--- src/rtl/irq_event_ctrl_pkg.sv ---
package irq_event_ctrl_pkg;
  localparam int unsigned DATA_W = 32;

  typedef struct packed {
    logic gie_wr;
    logic sts_wr;
    logic ena_wr;
    logic key_hit;
  } reg_wr_t;
endpackage

--- src/rtl/irq_reg_decode.sv ---
module irq_reg_decode
  import irq_event_ctrl_pkg::*;
#(
  parameter int unsigned NUM_EVT = 8,
  parameter int unsigned ADDR_W  = 8,
  parameter int unsigned GIE_OFF = 'h1C,
  parameter int unsigned STS_OFF = 'h20,
  parameter int unsigned ENA_OFF = 'h28,
  parameter int unsigned RST_OFF = 'h40,
  parameter int unsigned RST_KEY = 'hA
) (
  input  logic               wr_en_i,
  input  logic [ADDR_W-1:0]  addr_i,
  input  logic [DATA_W-1:0]  wdata_i,
  input  logic               gie_i,
  input  logic [NUM_EVT-1:0] sts_i,
  input  logic [NUM_EVT-1:0] ena_i,
  output reg_wr_t            wr_o,
  output logic [DATA_W-1:0]  rdata_o
);
  localparam int unsigned PAD_W = DATA_W - NUM_EVT;

  logic hit_gie, hit_sts, hit_ena, hit_rst;

  assign hit_gie = (addr_i == ADDR_W'(GIE_OFF));
  assign hit_sts = (addr_i == ADDR_W'(STS_OFF));
  assign hit_ena = (addr_i == ADDR_W'(ENA_OFF));
  assign hit_rst = (addr_i == ADDR_W'(RST_OFF));

  always_comb begin
    wr_o.gie_wr  = wr_en_i & hit_gie;
    wr_o.sts_wr  = wr_en_i & hit_sts;
    wr_o.ena_wr  = wr_en_i & hit_ena;
    wr_o.key_hit = wr_en_i & hit_rst & (wdata_i == DATA_W'(RST_KEY));
  end

  always_comb begin
    rdata_o = '0;
    if (hit_gie)      rdata_o = {gie_i, {(DATA_W-1){1'b0}}};
    else if (hit_sts) rdata_o = {{PAD_W{1'b0}}, sts_i};
    else if (hit_ena) rdata_o = {{PAD_W{1'b0}}, ena_i};
  end
endmodule

--- src/rtl/irq_status_reg.sv ---
module irq_status_reg #(
  parameter int unsigned NUM_EVT = 8
) (
  input  logic               clk_i,
  input  logic               rst_ni,
  input  logic               clr_all_i,
  input  logic [NUM_EVT-1:0] evt_i,
  input  logic               clr_wr_i,
  input  logic [NUM_EVT-1:0] clr_mask_i,
  output logic [NUM_EVT-1:0] sts_o
);
  for (genvar i = 0; i < NUM_EVT; i++) begin : g_bit
    logic bit_q;
    always_ff @(posedge clk_i or negedge rst_ni) begin
      if (!rst_ni)                        bit_q <= 1'b0;
      else if (clr_all_i)                 bit_q <= 1'b0;
      else if (evt_i[i])                  bit_q <= 1'b1;  // set beats clear
      else if (clr_wr_i && clr_mask_i[i]) bit_q <= 1'b0;
    end
    assign sts_o[i] = bit_q;
  end
endmodule

--- src/rtl/irq_soft_reset.sv ---
module irq_soft_reset (
  input  logic clk_i,
  input  logic rst_ni,
  input  logic key_hit_i,
  output logic fire_o,
  output logic pulse_o
);
  logic pulse_q;

  // key write while pulse is high is dropped, so pulse never stretches
  assign fire_o = key_hit_i & ~pulse_q;

  always_ff @(posedge clk_i or negedge rst_ni) begin
    if (!rst_ni) pulse_q <= 1'b0;
    else         pulse_q <= fire_o;
  end

  assign pulse_o = pulse_q;
endmodule

--- src/rtl/irq_gate.sv ---
module irq_gate #(
  parameter int unsigned NUM_EVT = 8
) (
  input  logic [NUM_EVT-1:0] sts_i,
  input  logic [NUM_EVT-1:0] ena_i,
  input  logic               gie_i,
  output logic               irq_o
);
  logic [NUM_EVT-1:0] pend;

  assign pend  = sts_i & ena_i;
  assign irq_o = gie_i & (|pend);
endmodule

--- src/rtl/irq_event_ctrl.sv ---
module irq_event_ctrl
  import irq_event_ctrl_pkg::*;
#(
  parameter int unsigned NUM_EVT = 8,
  parameter int unsigned ADDR_W  = 8,
  parameter int unsigned GIE_OFF = 'h1C,
  parameter int unsigned STS_OFF = 'h20,
  parameter int unsigned ENA_OFF = 'h28,
  parameter int unsigned RST_OFF = 'h40,
  parameter int unsigned RST_KEY = 'hA
) (
  input  logic               clk_i,
  input  logic               rst_ni,
  input  logic [NUM_EVT-1:0] evt_i,
  input  logic               wr_en_i,
  input  logic [ADDR_W-1:0]  addr_i,
  input  logic [31:0]        wdata_i,
  output logic [31:0]        rdata_o,
  output logic               irq_o,
  output logic               soft_rst_o
);
  localparam int unsigned GIE_BIT = DATA_W - 1;

  reg_wr_t            wr;
  logic [NUM_EVT-1:0] sts_q;
  logic [NUM_EVT-1:0] ena_q;
  logic               gie_q;
  logic               srst_fire;

  irq_reg_decode #(
    .NUM_EVT(NUM_EVT), .ADDR_W(ADDR_W), .GIE_OFF(GIE_OFF), .STS_OFF(STS_OFF),
    .ENA_OFF(ENA_OFF), .RST_OFF(RST_OFF), .RST_KEY(RST_KEY)
  ) u_decode (
    .wr_en_i (wr_en_i),
    .addr_i  (addr_i),
    .wdata_i (wdata_i),
    .gie_i   (gie_q),
    .sts_i   (sts_q),
    .ena_i   (ena_q),
    .wr_o    (wr),
    .rdata_o (rdata_o)
  );

  irq_soft_reset u_srst (
    .clk_i     (clk_i),
    .rst_ni    (rst_ni),
    .key_hit_i (wr.key_hit),
    .fire_o    (srst_fire),
    .pulse_o   (soft_rst_o)
  );

  irq_status_reg #(.NUM_EVT(NUM_EVT)) u_status (
    .clk_i      (clk_i),
    .rst_ni     (rst_ni),
    .clr_all_i  (srst_fire),
    .evt_i      (evt_i),
    .clr_wr_i   (wr.sts_wr),
    .clr_mask_i (wdata_i[NUM_EVT-1:0]),
    .sts_o      (sts_q)
  );

  always_ff @(posedge clk_i or negedge rst_ni) begin
    if (!rst_ni) begin
      ena_q <= '0;
      gie_q <= 1'b0;
    end else if (srst_fire) begin
      ena_q <= '0;
      gie_q <= 1'b0;
    end else begin
      if (wr.ena_wr) ena_q <= wdata_i[NUM_EVT-1:0];
      if (wr.gie_wr) gie_q <= wdata_i[GIE_BIT];
    end
  end

  irq_gate #(.NUM_EVT(NUM_EVT)) u_gate (
    .sts_i (sts_q),
    .ena_i (ena_q),
    .gie_i (gie_q),
    .irq_o (irq_o)
  );
endmodule

--- config.mk ---
export PLATFORM = sky130hd
export DESIGN_NAME = irq_event_ctrl
export DESIGN_NICKNAME = d
export VERILOG_FILES = /design/src/rtl/irq_event_ctrl_pkg.sv /design/src/rtl/irq_reg_decode.sv /design/src/rtl/irq_status_reg.sv /design/src/rtl/irq_soft_reset.sv /design/src/rtl/irq_gate.sv /design/src/rtl/irq_event_ctrl.sv
export SDC_FILE = /design/constraint.sdc
export NUM_CORES = 1
export LEC_CHECK = 0
export CAP_MARGIN = 20
export CORE_MARGIN = 2
export CORE_UTILIZATION = 36
export CTS_BUF_LIST = sky130_fd_sc_hd__clkbuf_8
export CTS_CLUSTER_DIAMETER = 100
export DETAILED_ROUTE_END_ITERATION = 10
export PLACE_DENSITY_LB_ADDON = 0.2
export SLEW_MARGIN = 10
export SYNTH_ARGS = -nofsm -noshare
export SYNTH_HDL_FRONTEND = slang
export SYNTH_SLANG_ARGS = --single-unit
--- constraint.sdc ---
create_clock -name clk_i -period 2.4 [get_ports clk_i]
set_input_delay 0.48 -clock clk_i [delete_from_list [all_inputs] [get_ports clk_i]]
set_output_delay 0.48 -clock clk_i [all_outputs]
set_load 0.05 [all_outputs]
==> metrics.md <==
| Metric | Value |
|---|---|
| Initial antenna violation count | 0 |
| Post-synthesis sequential area ratio | 36.7% |
| Grt total ovfl | 0 |
| Final Critical Period | approximately 2400 ps |
| Core area | 3310 µm² |
| Cts bufs inserted | 3 |
| Cells along the critical path | clkdlybuf4s15_1, or4b_4, nor3b_2, buf_6, a22o_4, buf_12 |
| Vias in the first global route | between 1000 and 1500 |
| Setup TNS | 0 ps |
| Gp weighted congestion | roughly 0.74 |
| Clk pin slew, worst setup/hold paths | ~70 ps |
| Die W | 62.4 µm |
| Fmax | approximately 0.42 GHz |
| Crit-path leading delay family | simple AND/OR/NAND/NOR gates |
| # rows | 21 |
| Drt first pass iters | 4 |
| H-tree depth | 1 |
| Max stage delay on crit path | 530 ps |
| Worst-Margin Slew | between 700 and 800 ps |
| Max VDD drop | 398 µV |
| # diodes | 0 |
| Critical path launch point type | input pin |
| Crit Path Class | input pin to output port |
| CTS root buf | clkbuf_8 |
| Place WS | -246 ps |
| Commonest non-fill, non-tap cell in the layout | clkdlybuf4s50_1 |
| Avg Cell Area, Syn | a little under 10 µm² |
| Total power draw | between 0.0007 and 0.0008 W |
| Mapped Cells | 125 |
| Final Hold Vio Count | 0 |
| Leak | 0.951 nW |
| Area Growth Syn to Fin | 75.6% |
| Routed vias | 1212 |
| Antenna viol nets, final | 0 |
| Initial Util | a little under two fifths |
| Number of DRC markers in iteration 0 | 19 |
| Min-Delay Path Class | flip-flop to flip-flop |
| Nets | 254 |
| TritonCTS clock tree | built |
| Critical path required time | 1920 ps |
| Yosys Warn Count | 0 |
| Hold_buf cts | 0 |
| Critical path capture point type | output port |
| Synth unique cells | 27 |
| Area of the mapped netlist | 1230 µm² |
| RSZ-0062 raised after global routing | false |
| Vias per std cell | 4.89 |
| Final cycle utilization of the critical path | 98.6% |
| Number of synthesized register bits | 18 |
| Slew Viols, Final | 0 |
| Drt drc | 0 |
| Die ar. | 3890 µm² |
| Outcome | complete, no violations |
| Die height | 62.4 µm |
| Clock Latency Late Sink | 250 ps |
| Final WS setup | between 30 and 40 ps |
| Clk sinks | 18 |
| Max-slew headroom | a little under half |
| Final design utilization | 65.1% |
| GRT Overall Usage | between 15 and 20% |
| I/O pin count | 85 |
| Clk buf depth | 2 |
| DR WL/cell | between 10 and 15 µm |
| Layout cell share with drive strength beyond 1 | 22.8% |
| CP arrival | ~1900 ps |
| Pwr Density | around 360 nW/µm² |
| Final setup fails | 0 |
| Fillers | 275 |
| CP Buf/Inv Count | 3 |
| Max Cap Violations | 0 |
| Crit path max fanout | 8 |
| Largest net degree at the start of global routing | 19 |
| Slowest cell on crit path | or4b_4 |
| Detailed placement HPWL | 2730 µm |
| Clock skew | 0.614 ps |
| WL final | 3400 µm |
| Port Buffers | 61 |
| Global-route wire length before repair | 5580 µm |
| Commonest cells after routing, fill and taps aside | clkdlybuf4s50_1, conb_1, dfrtp_1 |
## where the power goes
part / leakage (nW) / total [W] / internal [W] / switching [W]
registers: 0.208 / 0.000318 / 0.000311 / 0.00000736
logic: 0.714 / 0.000219 / 0.0000924 / 0.000127
clock network: 0.0288 / 0.000245 / 0.000146 / 0.0000995
## Yosys cell counts (all sizes together)
| cell | n | area [µm²] |
|---|---|---|
| or4bb | 1 | 11.3 |
| a41oi | 1 | 8.76 |
| inv | 9 | 33.8 |
| and4 | 1 | 10.0 |
| a311oi | 8 | 70.1 |
| mux2i | 9 | 90.1 |
| conb | 1 | 3.75 |
| buf | 25 | 189 |
| a22oi | 4 | 30.0 |
| and2 | 1 | 6.26 |
| nor4 | 8 | 65.1 |
| nand4 | 3 | 18.8 |
| nor2 | 19 | 76.3 |
| dfrtp | 18 | 450 |
| nor3 | 1 | 16.3 |
| nand2 | 1 | 3.75 |
| nor4bb | 2 | 20.0 |
| or4 | 1 | 11.3 |
| a22o | 8 | 70.1 |
| nor4b | 1 | 8.76 |
| nor3b | 2 | 20.0 |
| or4b | 1 | 13.8 |
## metrics by stage
| step | area (µm²) | hold WS (ps) | cells |
|---|---|---|---|
| 3_5_place_dp | 2030 | 539 | 243 |
| 3_3_place_gp | 2030 | 525 | 243 |
| 6_report | 2160 | 573 | 248 |
| 2_1_floorplan | 1320 | 184 | 147 |
| 4_1_cts | 2160 | 580 | 248 |
| 5_1_grt | 2160 | 615 | 248 |
## logic make-up (layout without fill, tap and decap cells)
logic type	Yosys count	count (layout)	synth area share (%)
AOI/OAI and AO/OA	21	21	14.6
DFF	18	18	36.7
muxes	9	9	7.34
and+or+nand+nor	42	42	22.9
buffers and inverters	34	89	18.1
other	1	23	0.306
## worst reg2reg max path: cells and delay by family (launching register included)
family / cells / cell delay [ps]
and+or+nand+nor: 3 / 620
DFF: 1 / 370
buffers and inverters: 1 / 190
AOI/OAI and AO/OA: 1 / 60
## final cells by class
class                   count  area [µm²]  share of cell area, %
repair buffers             76         847                   39.3
flip-flops and latches     18         450                   20.9
clock buffers               4        55.1                   2.55
multi-input cells          95         712                   33.0
well taps                  46        57.6                   2.67
inverters                   9        33.8                   1.57
## layer usage
metal / up-vias / global-route usage [%] / wire length (µm)
li1: 576 / - / -
met1: 574 / 21.3 / 1380
met2: 56 / 31.4 / 1760
met3: 6 / 4.14 / 199
met4: 0 / 5.83 / 53
met5: - / 0 / 0
## sequential cells by signal, indices dropped and copies added, names as in the netlist
register / flops
ena_q: 8
u_status.g_bit.bit_q: 8
gie_q: 1
u_srst.pulse_o: 1
## what timing repair did
action,4_1_cts,5_1_grt
cloned,0,0
endpoints found under the setup margin,8,8
gates resized for setup,20,5
pin swaps,7,5
setup buffers,1,0
## path summary, 6_finish.rpt
kind                                           from                                   to  slack, ps  cells past startpoint
min reg2reg                    ena_q[1]$_DFFE_PN0P_                 ena_q[1]$_DFFE_PN0P_        570                      2
max                                       addr_i[6]                           rdata_o[6]         30                      6
min                            ena_q[1]$_DFFE_PN0P_                 ena_q[1]$_DFFE_PN0P_        570                      2
max reg2reg                u_srst.pulse_o$_DFF_PN0_  u_status.g_bit[3].bit_q$_DFFE_PN0P_       1030                      5
min in group asynchronous                    rst_ni                 ena_q[5]$_DFFE_PN0P_        690                      1
max in group asynchronous                    rst_ni  u_status.g_bit[1].bit_q$_DFFE_PN0P_       1220                      1
Power figures use the tool's default switching activity.
